$ cat src/rtl/dmasel_pkg.sv
package dmasel_pkg;
    // Width of a transfer mode code
    localparam int CODE_W = 8;

    // Base code of each transfer class, highest priority first
    localparam logic [CODE_W-1:0] UDMA_BASE = 8'h40;
    localparam logic [CODE_W-1:0] MDMA_BASE = 8'h20;
    localparam logic [CODE_W-1:0] SDMA_BASE = 8'h10;

    typedef enum logic [0:0] {
        S_IDLE    = 1'b0,
        S_PRESENT = 1'b1
    } sel_state_e;
endpackage

$ cat src/rtl/dmasel_msb_find.sv
module dmasel_msb_find #(
    parameter int W  = 7,
    parameter int IW = (W > 1) ? $clog2(W) : 1
) (
    input  logic [W-1:0]  vec,
    output logic          found,
    output logic [IW-1:0] idx
);
    // Later (higher) set bits override earlier ones
    always_comb begin
        found = 1'b0;
        idx   = '0;
        for (int i = 0; i < W; i++) begin
            if (vec[i]) begin
                found = 1'b1;
                idx   = IW'(i);
            end
        end
    end
endmodule

$ cat src/rtl/dmasel_class_mask.sv
module dmasel_class_mask #(
    parameter int W    = 3,
    parameter int KEEP = W
) (
    input  logic [W-1:0] host_mask,
    input  logic [W-1:0] dev_mask,
    input  logic         cap_ok,
    input  logic [W-1:0] alt_mask,
    input  logic         cut_en,
    output logic [W-1:0] usable
);
    // Device mask when valid, otherwise a substitute; bits at or above KEEP dropped on cut
    always_comb begin
        usable = cap_ok ? (host_mask & dev_mask) : (host_mask & alt_mask);
        if (cut_en) begin
            for (int i = KEEP; i < W; i++) begin
                usable[i] = 1'b0;
            end
        end
    end
endmodule

$ cat src/rtl/dmasel_tier_pick.sv
module dmasel_tier_pick
    import dmasel_pkg::*;
#(
    parameter int UIW = 3,
    parameter int MIW = 2,
    parameter int SIW = 2
) (
    input  logic [CODE_W-1:0] req_mode,
    input  logic              inhibit,
    input  logic              u_found,
    input  logic [UIW-1:0]    u_idx,
    input  logic              m_found,
    input  logic [MIW-1:0]    m_idx,
    input  logic              s_found,
    input  logic [SIW-1:0]    s_idx,
    output logic [CODE_W-1:0] code
);
    logic [CODE_W-1:0] chosen;

    always_comb begin
        chosen = '0;
        if (req_mode >= UDMA_BASE && u_found) begin
            chosen = UDMA_BASE + CODE_W'(u_idx);
        end else if (req_mode >= MDMA_BASE && m_found) begin
            chosen = MDMA_BASE + CODE_W'(m_idx);
        end else if (req_mode >= SDMA_BASE && s_found) begin
            chosen = SDMA_BASE + CODE_W'(s_idx);
        end

        if (inhibit) begin
            code = '0;
        end else if (chosen > req_mode) begin
            code = req_mode;
        end else begin
            code = chosen;
        end
    end
endmodule

$ cat src/rtl/dmasel_top.sv
module dmasel_top
    import dmasel_pkg::*;
#(
    parameter int UDMA_W     = 7,
    parameter int MDMA_W     = 3,
    parameter int SDMA_W     = 3,
    parameter int LEGACY_W   = 8,
    parameter int CABLE_KEEP = 3
) (
    input  logic                clk,
    input  logic                rst_n,
    input  logic                start,
    input  logic [CODE_W-1:0]   req_mode,
    input  logic [2:1]          cap_valid,
    input  logic [UDMA_W-1:0]   host_udma_mask,
    input  logic [UDMA_W-1:0]   dev_udma_mask,
    input  logic [MDMA_W-1:0]   host_mdma_mask,
    input  logic [MDMA_W-1:0]   dev_mdma_mask,
    input  logic [SDMA_W-1:0]   host_sdma_mask,
    input  logic [SDMA_W-1:0]   dev_sdma_mask,
    input  logic [LEGACY_W-1:0] legacy_sw_timing,
    input  logic                cable_80w,
    input  logic                non_disk,
    input  logic                no_atapi_dma,
    output logic                mode_valid,
    output logic [CODE_W-1:0]   mode_code
);
    localparam int UIW = (UDMA_W > 1) ? $clog2(UDMA_W) : 1;
    localparam int MIW = (MDMA_W > 1) ? $clog2(MDMA_W) : 1;
    localparam int SIW = (SDMA_W > 1) ? $clog2(SDMA_W) : 1;
    localparam logic [CODE_W-1:0] CUT_ABOVE = UDMA_BASE + CODE_W'(CABLE_KEEP - 1);

    sel_state_e state_q, state_d;
    logic [CODE_W-1:0] code_q;
    logic [CODE_W-1:0] pick_code;

    // ---------------- mask preparation ----------------
    logic              ultra_cut;
    logic [SDMA_W-1:0] legacy_mask;
    logic [UDMA_W-1:0] u_usable;
    logic [MDMA_W-1:0] m_usable;
    logic [SDMA_W-1:0] s_usable;

    assign ultra_cut = (req_mode > CUT_ABOVE) && !cable_80w;

    // Legacy timing t (1..SDMA_W-1) enables singleword modes 0..t
    always_comb begin
        logic [31:0] lt;
        lt = 32'(legacy_sw_timing);
        legacy_mask = '0;
        if (lt != 32'd0 && lt < 32'(SDMA_W)) begin
            for (int i = 0; i < SDMA_W; i++) begin
                legacy_mask[i] = (32'(i) <= lt);
            end
        end
    end

    dmasel_class_mask #(.W(UDMA_W), .KEEP(CABLE_KEEP)) u_umask (
        .host_mask (host_udma_mask),
        .dev_mask  (dev_udma_mask),
        .cap_ok    (cap_valid[2]),
        .alt_mask  ('0),
        .cut_en    (ultra_cut),
        .usable    (u_usable)
    );

    dmasel_class_mask #(.W(MDMA_W), .KEEP(MDMA_W)) u_mmask (
        .host_mask (host_mdma_mask),
        .dev_mask  (dev_mdma_mask),
        .cap_ok    (cap_valid[1]),
        .alt_mask  ('0),
        .cut_en    (1'b0),
        .usable    (m_usable)
    );

    dmasel_class_mask #(.W(SDMA_W), .KEEP(SDMA_W)) u_smask (
        .host_mask (host_sdma_mask),
        .dev_mask  (dev_sdma_mask),
        .cap_ok    (cap_valid[1]),
        .alt_mask  (legacy_mask),
        .cut_en    (1'b0),
        .usable    (s_usable)
    );

    // ---------------- highest mode per class ----------------
    logic           u_found, m_found, s_found;
    logic [UIW-1:0] u_idx;
    logic [MIW-1:0] m_idx;
    logic [SIW-1:0] s_idx;

    dmasel_msb_find #(.W(UDMA_W), .IW(UIW)) u_ufind (
        .vec (u_usable), .found (u_found), .idx (u_idx)
    );
    dmasel_msb_find #(.W(MDMA_W), .IW(MIW)) u_mfind (
        .vec (m_usable), .found (m_found), .idx (m_idx)
    );
    dmasel_msb_find #(.W(SDMA_W), .IW(SIW)) u_sfind (
        .vec (s_usable), .found (s_found), .idx (s_idx)
    );

    dmasel_tier_pick #(.UIW(UIW), .MIW(MIW), .SIW(SIW)) u_pick (
        .req_mode (req_mode),
        .inhibit  (non_disk && no_atapi_dma),
        .u_found  (u_found),
        .u_idx    (u_idx),
        .m_found  (m_found),
        .m_idx    (m_idx),
        .s_found  (s_found),
        .s_idx    (s_idx),
        .code     (pick_code)
    );

    // ---------------- control ----------------
    always_ff @(posedge clk or negedge rst_n) begin
        if (!rst_n) begin
            state_q <= S_IDLE;
        end else begin
            state_q <= state_d;
        end
    end

    always_comb begin
        state_d = state_q;
        unique case (state_q)
            S_IDLE:    state_d = start ? S_PRESENT : S_IDLE;    // T_LAUNCH
            S_PRESENT: state_d = start ? S_PRESENT : S_IDLE;    // T_REPEAT / T_RETIRE
        endcase
    end

    // Output process: result register captured on every start
    always_ff @(posedge clk or negedge rst_n) begin
        if (!rst_n) begin
            code_q <= '0;
        end else if (start) begin
            code_q <= pick_code;
        end
    end

    assign mode_valid = (state_q == S_PRESENT);
    assign mode_code  = code_q;
endmodule

$ cat config.mk
export PLATFORM = sky130hd
export DESIGN_NAME = dmasel_top
export DESIGN_NICKNAME = d
export VERILOG_FILES = /design/src/rtl/dmasel_pkg.sv /design/src/rtl/dmasel_msb_find.sv /design/src/rtl/dmasel_class_mask.sv /design/src/rtl/dmasel_tier_pick.sv /design/src/rtl/dmasel_top.sv
export SDC_FILE = /design/constraint.sdc
export NUM_CORES = 1
export LEC_CHECK = 0
export BUFFER_PORTS_ARGS = -buffer_cell sky130_fd_sc_hd__buf_4
export CAP_MARGIN = 20
export CORE_UTILIZATION = 49
export CTS_CLUSTER_DIAMETER = 30
export CTS_CLUSTER_SIZE = 40
export DETAILED_ROUTE_END_ITERATION = 8
export GPL_TIMING_DRIVEN = 0
export PLACE_DENSITY = 0.89
export SLEW_MARGIN = 20
export SYNTH_ARGS = -nofsm -noshare
export SYNTH_HDL_FRONTEND = slang
export SYNTH_HIERARCHICAL = 1
export SYNTH_SLANG_ARGS = --single-unit
export TNS_END_PERCENT = 5
$ cat constraint.sdc
create_clock -name clk -period 2.02 [get_ports clk]
set_input_delay 0.404 -clock clk [delete_from_list [all_inputs] [get_ports clk]]
set_output_delay 0.404 -clock clk [all_outputs]
set_load 0.01 [all_outputs]
==> metrics.yaml <==
worstPathMaxFanout: 8
worstPathRequired_ps: 2190
drive_gt1_share_pct: 51.9
skew_ps: 0
worst_setup_path_start_kind: "primary input"
grt_pass1_wl_mm: 6.16
leakagePower_nw: 0.942
synth-compound-area-share_pct: 13.9
max_stage_delay_ps: 500
grt_pass1_vias: 1369
synthMuxAreaShare_pct: 21.4
core_sq_um: 2060
gp_congestion: 0.893
netlist_area_sq_um: 1130
grt_setup_unrepaired: "true"
ys_warn_count: 6
cts_made_buffers: 3
hold_path_class: "primary input to flip-flop"
synth_area_leader_cell: "dfrtp_1"
clk_path_buf_depth: 2
clockRootBuffer: "clkbuf_4"
crit_arrival_ps: 3990
power_density_nw_per_um2: 489
met3_length_um: 399
fillers: 76
postSynth.asyncResetShare_pct: 100
clk_latency_ps: 280
timing.critical_path.mode_cell: "a21oi_2"
clock-sinks: 9
drtIter0Drc: 99
relSlewSlack_pct: 60.4
viasPerCell: 6.08
post_dp_cell_area_sq_um: 1670
ios: 59
peakVddDrop_uv: 552
timing.critical_path.to: "mode_code[5]$_DFFE_PN0P_"
finish.instance_area_sq_um: 1920
synth_edf_count: 0
synth_fa_ha_area_share_pct: 6.67
setup_violations: 7
synth_cell_types: 35
antenna_cells: 0
dr_wl_met2_mm: 2.30
synth_top_flop_cell: "dfrtp_1"
period_minus_slack_ps: 3820
ys_top_cells_by_count: "mux2i_1 (14), nor2b_1 (12), a21oi_1 (10)"
area_delta_synth_final_pct: 70.8
synth-simple-area-share_pct: 29.6
reg2reg_from: "mode_code[1]$_DFFE_PN0P_"
slew_violations: 0
dpl.cell_count: 227
cts_tree: "built"
num_vias: 1454
grt_overflow: 0
antenna_found_initial: 0
clkTransAtPathRegs_ps: 70
max_cap_viol_count: 0
crit_path_end_kind: "flip-flop"
outcome: "finished, violations left"
fin_crit_sh_pct: 189
crit_chain: "buf_12 > nor2_2 > a211oi_2 > buf_4 > nor3b_4 > or3_4 > or4b_4 > o21ai_4 > inv_4 > a21oi_2 > a21oi_2 > ha_1 > nor2b_4 > o21ai_2 > or3b_1 > buf_6 > nand3_1 > a21oi_1 > mux2_4"
reg2regPathDepth: 1
synthTopCellsByArea: "dfrtp_1 (20%), mux2i_1 (12%), mux2_2 (9.0%)"
final_hold_viol_count: 0
wire_per_inst_um: 19.1
worst_pin_slew_ps: 594
cts.htree.levels: 1
ant_nets: 0
routed_wirelength_mm: 4.57
final_cells: 239
violations: "negative setup slack"
first_pass_iters: 4
route.detailed.drc: 0
critPathKind: "primary input to flip-flop"
r2r-end: "mode_code[1]$_DFFE_PN0P_"
die_height_um: 49.9
synth_top_area_share_pct: 20.0
portBuffers: 57
hold_ws_ps: 230
synth-xor-area-share_pct: 0.778
yosysMostFrequentCell: "mux2i_1"
met1_length_mm: 1.67
initial_core_util_pct: 54.6
regToRegSetupSlack_ps: 1230
grt_usage_pct: 32.6
syn_inst: 134
cp_slowest_cell: "or4b_4"
die_area_sq_um: 2490
place_hpwl_mm: 2.69
yosysSeqAreaShare_pct: 20.0
grt_max_degree: 10
final_nets: 269
hold_depth: 1
die_x_um: 49.9
rows: 16
crit_start: "req_mode[7]"
synth_top_family_by_area: "simple AND/OR/NAND/NOR gates"
ys_ff_latch: 9
fmaxAchievable_mhz: 262
finalWorstSetupSlack_ps: -1800
syn_avg_cell_area_sq_um: 8.40
tns_ps: -12250
top_layer: "met4"
==> worst min-delay path by stage <==
stage          slack [ps]   from                        to
3_3_place_gp          230  rst_n  mode_code[1]$_DFFE_PN0P_
3_5_place_dp          230  rst_n  mode_code[0]$_DFFE_PN0P_
6_report              230  start      mode_valid$_DFF_PN0_
2_1_floorplan         110  rst_n  mode_code[0]$_DFFE_PN0P_
5_1_grt               220  start      mode_valid$_DFF_PN0_
4_1_cts               230  start      mode_valid$_DFF_PN0_
==> repair_timing <==
| item | 4_1_cts | 5_1_grt |
|---|---|---|
| setup buffers | 5 | 2 |
| hold buffers | 1 | 0 |
| resized for setup | 14 | 26 |
| setup endpoints to repair | 7 | 7 |
| pin swaps | 4 | 10 |
| hold endpoints to repair | 9 | 0 |
==> power by group <==
group | total [mW] | internal (mW) | switching (mW) | leakage, nW
registers | 0.223 | 0.206 | 0.0169 | 0.115
clock network | 0.159 | 0.0737 | 0.0856 | 0.0177
logic | 0.558 | 0.295 | 0.263 | 0.809
total | 0.940 | 0.575 | 0.365 | 0.942
==> per-layer routing <==
layer  track usage, %  vias up
li1                 -      642
met1             37.6      679
met2             58.8      103
met3             8.02       30
met4             9.05        0
met5                0        -
==> state kept, by name, summed over array words and instances, names as in the netlist <==
| name | cells |
|---|---|
| mode_code | 8 |
| mode_valid | 1 |
==> critical path, delay by kind of cell <==
family / cells / cell delay [ps]
compound gates: 6 / 810
fa+ha+maj: 1 / 330
mux: 1 / 270
simple gates: 7 / 1630
buf+inv: 4 / 520
==> final cells by class <==
| class | count | area, sq um | share of cell area, % |
|---|---|---|---|
| inverters | 9 | 36.3 | 1.89 |
| flip-flops and latches | 9 | 225 | 11.7 |
| clock inverters | 1 | 5.00 | 0.260 |
| plain buffers | 6 | 48.8 | 2.54 |
| well taps | 27 | 33.8 | 1.76 |
| multi-input cells | 119 | 1000 | 52.2 |
| clock buffers | 3 | 22.5 | 1.17 |
| repair buffers | 65 | 547 | 28.4 |
==> layout by cell type (no fill, tap or decap), types with 3 or more instances in the layout <==
| master | instances |
|---|---|
| mux2_4 | 6 |
| a21oi_2 | 5 |
| o21ai_0 | 5 |
| nand3_1 | 6 |
| a21oi_1 | 5 |
| buf_12 | 3 |
| ha_1 | 4 |
| mux2i_1 | 14 |
| conb_1 | 11 |
| buf_4 | 60 |
| dfrtp_1 | 9 |
| nor4_1 | 3 |
| inv_1 | 8 |
| nor2b_1 | 11 |
| mux2_2 | 3 |
| buf_6 | 5 |
| clkbuf_4 | 3 |
| nor2_2 | 3 |
| nor2_1 | 4 |
==> metrics by stage <==
| step | setup slack, ps | utilization [%] | power, mW |
|---|---|---|---|
| 6_report | -1800 | 93.3 | 0.940 |
| 5_1_grt | -1850 | 93.3 | 0.979 |
| 4_1_cts | -1580 | 87.6 | 0.839 |
| 3_5_place_dp | -2090 | 81.2 | 0.637 |
| 3_3_place_gp | -1990 | 81.2 | 0.615 |
| 2_1_floorplan | -1640 | - | 0.458 |
==> kinds of logic (layout without fill, tap and decap cells) <==
logic type / after synthesis / count (layout)
buffers and inverters: 15 / 84
multiplexers: 23 / 23
adder cells (fa/ha/maj): 6 / 6
other: 2 / 11
AND/OR/NAND/NOR: 52 / 52
flip-flops: 9 / 9
AO/OA/AOI/OAI: 26 / 26
XOR/XNOR: 1 / 1
Power figures use the tool's default switching activity.
